File: src/rtl/seg_ld_pkg.sv
package seg_ld_pkg;
  typedef enum logic [1:0] {
    FLT_NONE   = 2'd0,
    FLT_TABLE  = 2'd1,
    FLT_ABSENT = 2'd2,
    FLT_NULLCS = 2'd3
  } fault_e;

  typedef enum logic [2:0] {
    ST_IDLE,
    ST_RD_LO,
    ST_RD_HI,
    ST_WB,
    ST_DONE
  } ld_state_e;
endpackage

File: src/rtl/seg_ld_tables.sv
module seg_ld_tables #(
  parameter int ADDR_W = 32,
  parameter int LIM_W  = 16,
  parameter int IDX_W  = 13
) (
  input  logic                clk,
  input  logic                rst_ni,
  input  logic                wr_en,
  input  logic                wr_local,
  input  logic [ADDR_W-1:0]   wr_base,
  input  logic [LIM_W-1:0]    wr_limit,
  input  logic [IDX_W+2:0]    wr_sel,
  input  logic [IDX_W:0]      sel_hi,
  output logic [ADDR_W-1:0]   desc_addr,
  output logic                lim_fault,
  output logic [IDX_W+2:0]    ldt_sel
);
  logic [ADDR_W-1:0] gbase_q, lbase_q;
  logic [LIM_W-1:0]  glim_q, llim_q;
  logic [IDX_W+2:0]  lsel_q;
  logic              g_en, l_en;
  logic [IDX_W-1:0]  idx;
  logic              use_local;
  logic [IDX_W+2:0]  last_byte;

  assign g_en = wr_en && !wr_local;
  assign l_en = wr_en && wr_local;

  always_ff @(posedge clk or negedge rst_ni) begin
    if (!rst_ni) begin
      gbase_q <= '0;
      glim_q  <= '1;
    end else if (g_en) begin
      gbase_q <= wr_base;
      glim_q  <= wr_limit;
    end
  end

  always_ff @(posedge clk or negedge rst_ni) begin
    if (!rst_ni) begin
      lbase_q <= '0;
      llim_q  <= '1;
      lsel_q  <= '0;
    end else if (l_en) begin
      lbase_q <= wr_base;
      llim_q  <= wr_limit;
      lsel_q  <= wr_sel;
    end
  end

  assign idx       = sel_hi[IDX_W:1];
  assign use_local = sel_hi[0];
  assign last_byte = {idx, 3'b111};

  always_comb begin
    if (use_local) begin
      desc_addr = lbase_q + ADDR_W'({idx, 3'b000});
      lim_fault = LIM_W'(last_byte) > llim_q;
    end else begin
      desc_addr = gbase_q + ADDR_W'({idx, 3'b000});
      lim_fault = LIM_W'(last_byte) > glim_q;
    end
  end

  assign ldt_sel = lsel_q;
endmodule

File: src/rtl/seg_ld_unpack.sv
module seg_ld_unpack (
  input  logic [31:0] lo_word,
  input  logic [31:0] hi_word,
  output logic [31:0] base,
  output logic [31:0] limit,
  output logic [11:0] attr
);
  logic [19:0] raw_lim;
  logic        gran;

  assign raw_lim = {hi_word[19:16], lo_word[15:0]};
  assign gran    = hi_word[23];
  assign base    = {hi_word[31:24], hi_word[7:0], lo_word[31:16]};
  assign limit   = gran ? {raw_lim, 12'hFFF} : {12'h000, raw_lim};
  assign attr    = {hi_word[23:20], hi_word[15:8]};
endmodule

File: src/rtl/seg_ld_cache.sv
module seg_ld_cache #(
  parameter int NUM_SEG = 6,
  parameter int SEG_W   = 3,
  parameter int SEL_W   = 16,
  parameter int ATTR_W  = 12
) (
  input  logic               clk,
  input  logic               rst_ni,
  input  logic               we,
  input  logic [SEG_W-1:0]   w_seg,
  input  logic [SEL_W-1:0]   w_sel,
  input  logic               w_usable,
  input  logic [31:0]        w_base,
  input  logic [31:0]        w_limit,
  input  logic [ATTR_W-1:0]  w_attr,
  input  logic [SEG_W-1:0]   r_seg,
  output logic [SEL_W-1:0]   r_sel,
  output logic               r_usable,
  output logic [31:0]        r_base,
  output logic [31:0]        r_limit,
  output logic [ATTR_W-1:0]  r_attr,
  input  logic [SEG_W-1:0]   c_seg,
  input  logic [31:0]        c_off,
  input  logic [2:0]         c_size,
  output logic [31:0]        c_linear,
  output logic               c_fault
);
  logic [SEL_W-1:0]  sel_q  [NUM_SEG];
  logic              use_q  [NUM_SEG];
  logic [31:0]       base_q [NUM_SEG];
  logic [31:0]       lim_q  [NUM_SEG];
  logic [ATTR_W-1:0] attr_q [NUM_SEG];
  logic [NUM_SEG-1:0] hit;

  for (genvar g = 0; g < NUM_SEG; g++) begin : g_hit
    assign hit[g] = we && (w_seg == SEG_W'(g));
  end

  always_ff @(posedge clk or negedge rst_ni) begin
    if (!rst_ni) begin
      for (int i = 0; i < NUM_SEG; i++) begin
        sel_q[i]  <= '0;
        use_q[i]  <= 1'b0;
        base_q[i] <= '0;
        lim_q[i]  <= '0;
        attr_q[i] <= '0;
      end
    end else begin
      for (int i = 0; i < NUM_SEG; i++) begin
        if (hit[i]) begin
          sel_q[i]  <= w_sel;
          use_q[i]  <= w_usable;
          base_q[i] <= w_base;
          lim_q[i]  <= w_limit;
          attr_q[i] <= w_attr;
        end
      end
    end
  end

  logic [32:0] last_off;
  logic        c_in_range;

  always_comb begin
    r_sel = '0; r_usable = 1'b0; r_base = '0; r_limit = '0; r_attr = '0;
    if (32'(r_seg) < NUM_SEG) begin
      r_sel    = sel_q[r_seg];
      r_usable = use_q[r_seg];
      r_base   = base_q[r_seg];
      r_limit  = lim_q[r_seg];
      r_attr   = attr_q[r_seg];
    end
  end

  assign c_in_range = 32'(c_seg) < NUM_SEG;
  assign last_off   = {1'b0, c_off} + 33'(c_size) - 33'd1;

  always_comb begin
    c_linear = c_off;
    c_fault  = 1'b1;
    if (c_in_range) begin
      c_linear = base_q[c_seg] + c_off;
      c_fault  = !use_q[c_seg] || (last_off > {1'b0, lim_q[c_seg]});
    end
  end

  // an entry just written unusable must fail any access check on it
  assert_unusable_faults_R10: assert property (@(posedge clk) disable iff (!rst_ni)
    (we && !w_usable && c_in_range && (c_seg == w_seg)) ##1 (c_seg == $past(w_seg)) |-> c_fault);
endmodule

File: src/rtl/seg_selector_loader.sv
module seg_selector_loader
  import seg_ld_pkg::*;
#(
  parameter int NUM_SEG  = 6,
  parameter int SEG_W    = 3,
  parameter int CODE_ID  = 1,
  parameter int STACK_ID = 2
) (
  input  logic              clk,
  input  logic              rst_n,
  input  logic              ld_req,
  input  logic [15:0]       ld_sel,
  input  logic [SEG_W-1:0]  ld_seg,
  output logic              ld_busy,
  output logic              ld_done,
  output logic [1:0]        ld_fault,
  input  logic              tbl_we,
  input  logic              tbl_local,
  input  logic [31:0]       tbl_base,
  input  logic [15:0]       tbl_limit,
  input  logic [15:0]       tbl_sel,
  output logic [15:0]       ldt_sel,
  input  logic [SEG_W-1:0]  rd_seg,
  output logic [15:0]       rd_sel,
  output logic              rd_usable,
  output logic [31:0]       rd_base,
  output logic [31:0]       rd_limit,
  output logic [11:0]       rd_attr,
  input  logic [SEG_W-1:0]  chk_seg,
  input  logic [31:0]       chk_off,
  input  logic [2:0]        chk_size,
  output logic [31:0]       chk_linear,
  output logic              chk_fault,
  output logic              mem_valid,
  input  logic              mem_ready,
  output logic              mem_write,
  output logic [31:0]       mem_addr,
  output logic [31:0]       mem_wdata,
  output logic [3:0]        mem_wstrb,
  input  logic [31:0]       mem_rdata
);
  localparam int SEL_W  = 16;
  localparam int IDX_W  = SEL_W - 3;
  localparam int ATTR_W = 12;
  localparam int ACC_BIT = 8;
  localparam int PRS_BIT = 15;

  // reset: asserted asynchronously, released on a clock edge
  logic [1:0] rst_sync_q;
  logic       rst_ni;
  always_ff @(posedge clk or negedge rst_n) begin
    if (!rst_n) rst_sync_q <= 2'b00;
    else        rst_sync_q <= {rst_sync_q[0], 1'b1};
  end
  assign rst_ni = rst_sync_q[1];

  ld_state_e         st_q, st_d;
  logic [SEL_W-1:0]  sel_q, sel_d;
  logic [SEG_W-1:0]  seg_q, seg_d;
  logic [31:0]       addr_q, addr_d;
  logic [31:0]       w0_q, w0_d, w1_q, w1_d;
  fault_e            flt_q, flt_d;
  logic              commit_q, commit_d;
  logic              use_q, use_d;

  logic [31:0]       desc_addr;
  logic              lim_fault;
  logic              is_null;
  logic              code_or_stack;
  logic [31:0]       u_base, u_limit;
  logic [ATTR_W-1:0] u_attr;

  seg_ld_tables #(.ADDR_W(32), .LIM_W(16), .IDX_W(IDX_W)) u_tables (
    .clk       (clk),
    .rst_ni    (rst_ni),
    .wr_en     (tbl_we),
    .wr_local  (tbl_local),
    .wr_base   (tbl_base),
    .wr_limit  (tbl_limit),
    .wr_sel    (tbl_sel),
    .sel_hi    (ld_sel[SEL_W-1:2]),
    .desc_addr (desc_addr),
    .lim_fault (lim_fault),
    .ldt_sel   (ldt_sel)
  );

  assign is_null       = (ld_sel[SEL_W-1:2] == '0);
  assign code_or_stack = (ld_seg == SEG_W'(CODE_ID)) || (ld_seg == SEG_W'(STACK_ID));

  always_comb begin
    st_d = st_q; sel_d = sel_q; seg_d = seg_q; addr_d = addr_q;
    w0_d = w0_q; w1_d = w1_q; flt_d = flt_q; commit_d = commit_q; use_d = use_q;
    unique case (st_q)
      ST_IDLE: begin
        if (ld_req) begin
          sel_d  = ld_sel;
          seg_d  = ld_seg;
          addr_d = desc_addr;
          w0_d   = '0;
          w1_d   = '0;
          if (is_null) begin
            use_d    = 1'b0;
            flt_d    = code_or_stack ? FLT_NULLCS : FLT_NONE;
            commit_d = !code_or_stack;
            st_d     = ST_DONE;
          end else if (lim_fault) begin
            flt_d    = FLT_TABLE;
            commit_d = 1'b0;
            st_d     = ST_DONE;
          end else begin
            use_d    = 1'b1;
            flt_d    = FLT_NONE;
            commit_d = 1'b0;
            st_d     = ST_RD_LO;
          end
        end
      end
      ST_RD_LO: begin
        if (mem_ready) begin
          w0_d = mem_rdata;
          st_d = ST_RD_HI;
        end
      end
      ST_RD_HI: begin
        if (mem_ready) begin
          w1_d = mem_rdata;
          if (!mem_rdata[PRS_BIT]) begin
            flt_d = FLT_ABSENT;
            st_d  = ST_DONE;
          end else if (mem_rdata[ACC_BIT]) begin
            commit_d = 1'b1;
            st_d     = ST_DONE;
          end else begin
            w1_d[ACC_BIT] = 1'b1;
            st_d          = ST_WB;
          end
        end
      end
      ST_WB: begin
        if (mem_ready) begin
          commit_d = 1'b1;
          st_d     = ST_DONE;
        end
      end
      default: st_d = ST_IDLE;
    endcase
  end

  always_ff @(posedge clk or negedge rst_ni) begin
    if (!rst_ni) begin
      st_q <= ST_IDLE; sel_q <= '0; seg_q <= '0; addr_q <= '0;
      w0_q <= '0; w1_q <= '0; flt_q <= FLT_NONE; commit_q <= 1'b0; use_q <= 1'b0;
    end else begin
      st_q <= st_d; sel_q <= sel_d; seg_q <= seg_d; addr_q <= addr_d;
      w0_q <= w0_d; w1_q <= w1_d; flt_q <= flt_d; commit_q <= commit_d; use_q <= use_d;
    end
  end

  assign ld_busy   = (st_q != ST_IDLE);
  assign ld_done   = (st_q == ST_DONE);
  assign ld_fault  = flt_q;
  assign mem_valid = (st_q == ST_RD_LO) || (st_q == ST_RD_HI) || (st_q == ST_WB);
  assign mem_write = (st_q == ST_WB);
  assign mem_addr  = (st_q == ST_RD_LO) ? addr_q : addr_q + 32'd4;
  assign mem_wdata = w1_q;
  assign mem_wstrb = (st_q == ST_WB) ? 4'b0010 : 4'b0000;

  seg_ld_unpack u_unpack (
    .lo_word (w0_q),
    .hi_word (w1_q),
    .base    (u_base),
    .limit   (u_limit),
    .attr    (u_attr)
  );

  seg_ld_cache #(.NUM_SEG(NUM_SEG), .SEG_W(SEG_W), .SEL_W(SEL_W), .ATTR_W(ATTR_W)) u_cache (
    .clk      (clk),
    .rst_ni   (rst_ni),
    .we       (ld_done && commit_q),
    .w_seg    (seg_q),
    .w_sel    (sel_q),
    .w_usable (use_q),
    .w_base   (u_base),
    .w_limit  (u_limit),
    .w_attr   (u_attr),
    .r_seg    (rd_seg),
    .r_sel    (rd_sel),
    .r_usable (rd_usable),
    .r_base   (rd_base),
    .r_limit  (rd_limit),
    .r_attr   (rd_attr),
    .c_seg    (chk_seg),
    .c_off    (chk_off),
    .c_size   (chk_size),
    .c_linear (chk_linear),
    .c_fault  (chk_fault)
  );

  assert_done_pulse_R11: assert property (@(posedge clk) disable iff (!rst_ni)
    ld_done |=> !ld_done);

  assert_mem_hold_R11: assert property (@(posedge clk) disable iff (!rst_ni)
    (mem_valid && !mem_ready) |=> (mem_valid && $stable(mem_addr) && $stable(mem_write)));

  assert_null_no_mem_R3: assert property (@(posedge clk) disable iff (!rst_ni)
    (!ld_busy && ld_req && is_null) |=> !mem_valid);

  assert_table_no_mem_R4: assert property (@(posedge clk) disable iff (!rst_ni)
    (!ld_busy && ld_req && !is_null && lim_fault) |=> (!mem_valid && ld_done));

  assert_wb_byte_R8: assert property (@(posedge clk) disable iff (!rst_ni)
    (mem_valid && mem_write) |-> ((mem_wstrb == 4'b0010) && mem_wdata[ACC_BIT] && (mem_addr[1:0] == 2'b00)));
endmodule

File: config.mk
export PLATFORM = sky130hd
export DESIGN_NAME = seg_selector_loader
export DESIGN_NICKNAME = d
export VERILOG_FILES = /design/src/rtl/seg_ld_pkg.sv /design/src/rtl/seg_ld_tables.sv /design/src/rtl/seg_ld_unpack.sv /design/src/rtl/seg_ld_cache.sv /design/src/rtl/seg_selector_loader.sv
export SDC_FILE = /design/constraint.sdc
export NUM_CORES = 2
export LEC_CHECK = 0
export ABC_AREA = 1
export BUFFER_PORTS_ARGS = -buffer_cell sky130_fd_sc_hd__buf_2
export CORE_MARGIN = 2
export CORE_UTILIZATION = 35
export DETAILED_ROUTE_END_ITERATION = 10
export PLACE_DENSITY_LB_ADDON = 0.08
export SLEW_MARGIN = 20
export SYNTH_ARGS = -nofsm -noshare
export SYNTH_HDL_FRONTEND = slang
export SYNTH_SLANG_ARGS = --single-unit
File: constraint.sdc
create_clock -name clk -period 28.4 [get_ports clk]
set_input_delay 5.68 -clock clk [delete_from_list [all_inputs] [get_ports clk]]
set_output_delay 5.68 -clock clk [all_outputs]
set_load 0.005 [all_outputs]
After elaboration in Yosys (flattened, before gate mapping)
Cells that the tools add are included.
{"block": "classes", "add_sub_neg": 6, "n_lt_le_gt_ge": 7, "eq_ne": 19, "n_mux": 67, "n_bitwise": 2, "n_reduce_logical": 30}
{"op": "2-to-1 mux 32 bit", "n": 17}
{"op": "binary-select mux 32 bit (select 3 bit)", "n": 4}
{"op": "case mux 32 bit (2 select lines)", "n": 2}
{"op": "adder 32 x 16 -> 32 bit", "n": 2}
{"op": "binary-select mux 16 bit (select 3 bit)", "n": 1}
{"op": "2-to-1 mux 16 bit", "n": 3}
{"op": "binary-select mux 12 bit (select 3 bit)", "n": 1}
{"op": "2-to-1 mux 12 bit", "n": 3}
{"op": "adder 32 x 3 -> 33 bit", "n": 1}
{"op": "> comparator 33 x 32 -> 1 bit", "n": 1}
{"op": "subtractor 33 x 1 -> 33 bit, second input constant", "n": 1}
{"op": "adder 32 x 3 -> 32 bit, second input constant", "n": 1}
{"op": "adder 32 bit", "n": 1}
{"op": "> comparator 16 bit", "n": 2}
{"op": "2-to-1 mux 3 bit", "n": 8}
{"op": "2-to-1 mux 1 bit", "n": 17}
{"op": "== test 3 x 2 -> 1 bit, second input constant", "n": 5}
{"op": "zero test 14 bit", "n": 1}
{"op": "inequality test 2 bit, second input constant", "n": 7}
{"op": "2-to-1 mux 2 bit", "n": 6}
{"op": "case mux 3 bit (4 select lines)", "n": 1}
{"op": "== test 3 x 1 -> 1 bit, second input constant", "n": 3}
{"op": "== test 3 bit, second input constant", "n": 3}
{"op": "logical AND 1 bit", "n": 9}
{"op": "other kinds (16)", "n": 31}
{"block": "word_totals", "reg_bits": 794, "in_bits": 162, "out_inout_bits": 216, "word_cells": 176}

Longest topological paths before layout
{"block": "depth", "ltp_word": 7, "mapped_depth": 28, "mapped_depth_nobuf": 28}

Hierarchy
From an unflattened synthesis, not the netlist that was laid out.
{"block": "hier_totals", "cells_unflattened": 6193, "area_unflattened_um2": 45886.5}
{"mod": "seg_ld_cache", "instances": 1, "cells_each": 4422, "area_each_um2": 32537.5, "seq_area_each_um2": 13963.4}
{"mod": "seg_ld_tables", "instances": 1, "cells_each": 898, "area_each_um2": 6680.2, "seq_area_each_um2": 2842.7}
{"mod": "seg_selector_loader", "instances": 1, "cells_each": 765, "area_each_um2": 6062.1, "seq_area_each_um2": 3103.0}
{"mod": "seg_ld_unpack", "instances": 1, "cells_each": 108, "area_each_um2": 606.8, "seq_area_each_um2": 0.0}

Worst setup path after synthesis
Ideal clock, no wire load.
{"block": "synth_path", "kind": "input to output", "start": "input port chk_off[1]", "end": "output port chk_fault", "arrival_ns": 8.799, "required_time_ns": 22.720, "setup_slack_ns": 13.921, "stages": 27, "path_buffers": 0, "cell_sequence": "inv_1 -> ha_1 -> inv_1 -> ha_1 -> inv_1 -> fa_1 -> o21ai_1 -> a21oi_1 -> o21ai_2 -> a21oi_1 -> o21ai_1 -> xor2_1 -> ha_1 -> nand2_1 -> nor4_1 -> nand2_1 -> nand2_1 -> nand2_1 -> nand2_1 -> nand2_1 -> nand2_1 -> nand2_1 -> nand2_1 -> nand2_1 -> nand2_1 -> nand2_1 -> nand2_1"}
{"block": "synth_via", "elab_chain_len": 5}
{"element": "from (decl)", "line": "seg_selector_loader.sv:30", "rtl": "input logic [31:0] chk_off,"}
{"element": "adder 32 x 3 -> 33 bit", "line": "seg_ld_cache.sv:76", "rtl": "assign last_off = {1'b0, c_off} + 33'(c_size) - 33'd1;"}
{"element": "subtractor 33 x 1 -> 33 bit", "line": "seg_ld_cache.sv:76"}
{"element": "> comparator 33 x 32 -> 1 bit", "line": "seg_ld_cache.sv:83", "rtl": "c_fault = !use_q[c_seg] || (last_off > {1'b0, lim_q[c_seg]});"}
{"element": "logical OR 1 bit", "line": "seg_ld_cache.sv:83"}
{"element": "2-to-1 mux 1 bit", "line": "seg_ld_cache.sv:81", "rtl": "if (c_in_range) begin"}
{"element": "to (decl)", "line": "seg_selector_loader.sv:33", "rtl": "output logic chk_fault,"}
Every way passes these cells.

Worst setup path after layout
{"block": "layout_path", "start": "input port chk_seg[2]", "end": "output port chk_linear[16]"}
{"block": "layout_via", "elab_chain_len": 6, "word_cells_on_any_way": 7, "classes_between": "1 x add/sub; 1 x order compare; 4 x mux; 1 x bitwise"}
{"element": "from (decl)", "line": "seg_selector_loader.sv:29", "rtl": "input logic [SEG_W-1:0] chk_seg,"}
{"element": "NOT 3 -> 4 bit (implied by the code)", "line": "seg_ld_cache.sv:82", "rtl": "c_linear = base_q[c_seg] + c_off;"}
{"element": "binary-select mux 32 bit (select 3 bit)", "line": "seg_ld_cache.sv:82"}
{"element": "2-to-1 mux 32 bit (implied by the code) (2 in series)", "line": "seg_ld_cache.sv:82"}
{"element": "adder 32 bit", "line": "seg_ld_cache.sv:82"}
{"element": "2-to-1 mux 32 bit *", "line": "seg_ld_cache.sv:81"}
{"element": "to (decl)", "line": "seg_selector_loader.sv:32", "rtl": "output logic [31:0] chk_linear,"}
Mark *: on every way between the ends. The rest lies on a longest branch, timed or not. The select of a mux whose other input is x is not followed.

==> flow_metrics.py <==
metrics = {
    "yosys": {
        "synth_top_flop_cell": "sky130_fd_sc_hd__dfrtp_1",
        "synthTopCellsByArea": "sky130_fd_sc_hd__dfrtp_1 (42%), sky130_fd_sc_hd__o21ai_0 (14%), sky130_fd_sc_hd__nand2_1 (11%)",
        "number_of_flops_mapped_to_enable_cells_by_yosys": 0,
        "synthCells": 6030,
        "ys_top_cells_by_count": "sky130_fd_sc_hd__nand2_1 (1336), sky130_fd_sc_hd__o21ai_0 (1260), sky130_fd_sc_hd__dfrtp_1 (762), sky130_fd_sc_hd__inv_1 (705), sky130_fd_sc_hd__a21oi_1 (489)",
        "synth.avg_cell_area_um2": 7.50,
        "yosys_register_bits": 794,
        "synth_top_area_share_pct": 42.2,
        "post_synth_instance_area_mm2": 0.0452,
        "yosys.cell_count.top_type": "sky130_fd_sc_hd__nand2_1",
        "synth.yosys.seq_area_share_pct": 44.0,
        "postSynth.asyncResetShare_pct": 100,
        "synth_top_area_cell": "sky130_fd_sc_hd__dfrtp_1",
        "yosysUniqueCellTypes": 59,
        "synth.yosys.warnings": 0,
    },
    "floorplan": {
        "die_area_mm2": 0.132,
        "ioPinCount": 378,
        "core-area_mm2": 0.128,
        "initial_core_util_pct": 35.4,
        "die_w_um": 364,
        "die-height_um": 364,
        "rows": 131,
    },
    "critical_path": {
        "startpoint_type": "input port",
        "end_kind": "output port",
        "ff2ff_path_depth": 8,
        "cp_top_family": "buffers and inverters",
        "critical_path_class": "input port to output port",
        "crit_chain": "buf_2 -> inv_2 -> nor2_4 -> buf_4 -> o21ai_0 -> o21ai_0 -> ha_1 -> inv_1 -> fa_1 -> inv_1 -> nand3_1 -> nand2_1 -> a21oi_1 -> o21bai_1 -> nand2_1 -> nand2_1 -> a21oi_1 -> xnor2_1 -> nand2_1 -> o21ai_0 -> buf_2",
        "timing.critical_path.slowest_cell_delay_ns": 0.47,
        "crit_arrival_ns": 10.05,
        "worstPathMaxFanout": 31,
        "required_ns": 22.72,
        "critical-path-top-cell-by-count": "sky130_fd_sc_hd__nand2_1",
        "worst-path-stages": 21,
        "slowest_stage": "sky130_fd_sc_hd__inv_2",
        "cp.buffers_inverters": 6,
    },
    "cts": {
        "cts_resized": 0,
        "htree_levels": 3,
        "clock-sinks": 794,
        "clkTransAtPathRegs_ns": 0.06,
        "cts.root.buffer_cell": "sky130_fd_sc_hd__clkbuf_16",
        "cts_post_setup_buffers_inserted": 0,
        "cts_tree": "built",
        "cts_inserted_buffers": 98,
        "clock_path_buffers": 3,
        "clk-insertion-delay-late_ns": 0.69,
        "cts-hold-fix-buffers": 0,
    },
    "timing": {
        "rsz0062_at_grt": "false",
        "timing.final.crit_period_ns": 15.73,
        "setup_total_negative_slack_ns": 0,
        "worst_pin_slew_ns": 1.05,
        "finalMaxSlewViolations": 0,
        "clock_skew_ns": 0.0275,
        "layout_worst_path_cycle_share_pct": 55.4,
        "final-setup-viol-count": 0,
        "timing.final.hold_violations": 0,
        "max_freq_ghz": 0.0636,
        "timing.max_slew.rel_slack_pct": 29.3,
    },
    "run": {
        "maxCapViolCount": 0,
    },
    "layout": {
        "fin_area_mm2": 0.0514,
        "final.fill_count": 13600,
        "num-nets-final": 6471,
        "layout-drive-gt1-share_pct": 11.2,
        "utilization_pct": 40.2,
        "area.sequential_mm2": 0.0199,
        "multi_input_logic_area_mm2": 0.0210,
        "area.growth.synth_to_final_pct": 13.5,
    },
    "power_and_ir_drop": {
        "p_total_uw": 4730,
        "powerDensity_mw_per_mm2": 92.2,
        "power.leakage_uw": 0.0243,
        "irDropWorstVdd_uv": 62.9,
    },
    "detailed_routing": {
        "avgViaCountPerCell": 5.18,
        "detailedRoute.firstIterationViolations": 3087,
        "antenna_violating_nets_post_route": 0,
        "routed-via-count": 41000,
        "drt_first_pass_iters": 6,
        "post-route-drc-count": 0,
        "routed_wire_length_per_instance_um": 21.0,
        "drt-total-wl_um": 167000,
    },
    "grt": {
        "grt_util_all_layers_pct": 24.9,
        "globalRoute.totalOverflow": 0,
        "antenna_violations_before_repair": 32,
        "first_pass_grt_wire_length_um": 250000,
        "first_global_vias": 39500,
        "maximum_number_of_pins_on_one_net_before_global_route_repair": 219,
    },
    "hold_path": {
        "whs_path_depth": 0,
        "worstHoldPathType": "register to register",
    },
    "run_status": {
        "outcome": "finished clean",
    },
    "placed_design": {
        "portBuffers": 374,
        "placedInstanceArea_mm2": 0.0480,
        "routabilityCongestion": 0.919,
        "place_hpwl_um": 109000,
    },
}
## registers in the layout, indices dropped and copies added (netlist names), 32 cells and up
| register | flops |
|---|---|
| u_cache.base_q | 192 |
| u_cache.lim_q | 192 |
| u_cache.sel_q | 96 |
| u_cache.attr_q | 72 |
| addr_q | 32 |
| mem_wdata | 32 |
| u_tables.gbase_q | 32 |
| u_tables.lbase_q | 32 |
| w0_q | 32 |
## per-stage QoR
| step | hold WS [ns] | worst slack, ns | cells |
|---|---|---|---|
| 2_1_floorplan | 0.331 | 4.69 | 6032 |
| 6_report | 0.347 | 12.67 | 7914 |
| 3_3_place_gp | 0.340 | 12.68 | 7730 |
| 3_5_place_dp | 0.343 | 12.65 | 7730 |
| 4_1_cts | 0.358 | 12.65 | 7910 |
| 5_1_grt | 0.354 | 12.31 | 7912 |
## cell type report
type                            instances  share of cell area, %
Clock inverter                         32                  0.801
Tap cell                             1662                   4.05
Timing Repair Buffer                  428                   4.61
Clock buffer                          148                   5.67
Sequential cell                       794                   38.8
Inverter                              717                   5.27
Multi-Input combinational cell       4130                   40.8
Antenna cell                            3                 0.0146
## placed cells by master (no fill, tap or decap), types with 8 or more instances in the layout
master                      Yosys  layout
sky130_fd_sc_hd__a21o_1        11      11
sky130_fd_sc_hd__a21oi_1      489     489
sky130_fd_sc_hd__a31oi_1       15      15
sky130_fd_sc_hd__a32oi_1       16      16
sky130_fd_sc_hd__buf_2         91     370
sky130_fd_sc_hd__buf_4         34      51
sky130_fd_sc_hd__bufinv_16      0       8
sky130_fd_sc_hd__clkbuf_1     237      24
sky130_fd_sc_hd__clkbuf_16      0      99
sky130_fd_sc_hd__clkbuf_8       0      25
sky130_fd_sc_hd__clkinv_2       0      12
sky130_fd_sc_hd__dfrtp_1      762     760
sky130_fd_sc_hd__dfstp_2       32      32
sky130_fd_sc_hd__ha_1         137     137
sky130_fd_sc_hd__inv_1        705     703
sky130_fd_sc_hd__inv_2         10      10
sky130_fd_sc_hd__mux2_2        26      26
sky130_fd_sc_hd__nand2_1     1336    1333
sky130_fd_sc_hd__nand3_1      130     130
sky130_fd_sc_hd__nand3b_1       8       8
sky130_fd_sc_hd__nand4_1       13      13
sky130_fd_sc_hd__nor2_1       343     342
sky130_fd_sc_hd__nor3_1        23      23
sky130_fd_sc_hd__o211ai_1      99      99
sky130_fd_sc_hd__o21ai_0     1260    1256
sky130_fd_sc_hd__o21ai_1       12      16
sky130_fd_sc_hd__o21bai_1      17      17
sky130_fd_sc_hd__or2_2         14      14
sky130_fd_sc_hd__xnor2_1       39      39
sky130_fd_sc_hd__xor2_1        54      54
## kinds of logic (layout without fill, tap and decap cells)
| logic type | Yosys count | in the layout | synth area share (%) |
|---|---|---|---|
| compound gates | 1951 | 1951 | 22.7 |
| xor+xnor | 93 | 93 | 1.80 |
| fa+ha+maj | 140 | 140 | 3.92 |
| buf+inv | 1108 | 1325 | 9.73 |
| flops | 794 | 794 | 44.0 |
| mux | 33 | 33 | 0.802 |
| other cells | 2 | 7 | 0.0166 |
| simple gates | 1909 | 1909 | 17.1 |
## where the power goes
part	leakage (uW)	switching, uW	total (uW)	internal [uW]
clock network	0.00163	518	1300	778
logic	0.0133	1030	1560	529
registers	0.00934	285	1870	1590
total	0.0243	1840	4730	2900
## final timing paths
| check | start | to | slack (ns) |
|---|---|---|---|
| worst max register to register | st_q[0] | u_cache.base_q[172] | 24.65 |
| worst max-delay path | chk_seg[2] | chk_linear[16] | 12.67 |
| worst min-delay path | rst_sync_q[0] | rst_sync_q[1] | 0.35 |
| max in group asynchronous | rst_n | rst_sync_q[1] | 23.51 |
| worst min register to register | rst_sync_q[0] | rst_sync_q[1] | 0.35 |
| min in group asynchronous | rst_sync_q[1] | u_tables.ldt_sel[0] | 0.36 |
## per-layer routing
| layer | GRT usage [%] | vias to the layer above | share of wire, % | wire (um) |
|---|---|---|---|---|
| li1 | - | 20000 | - | - |
| met1 | 33.9 | 19500 | 45 | 75400 |
| met2 | 39.4 | 1145 | 45 | 74200 |
| met3 | 6.02 | 250 | 7.5 | 12600 |
| met4 | 6.70 | 50 | 2.4 | 4050 |
| met5 | 0 | - | 0.20 | 326 |
Power figures use the tool's default switching activity.
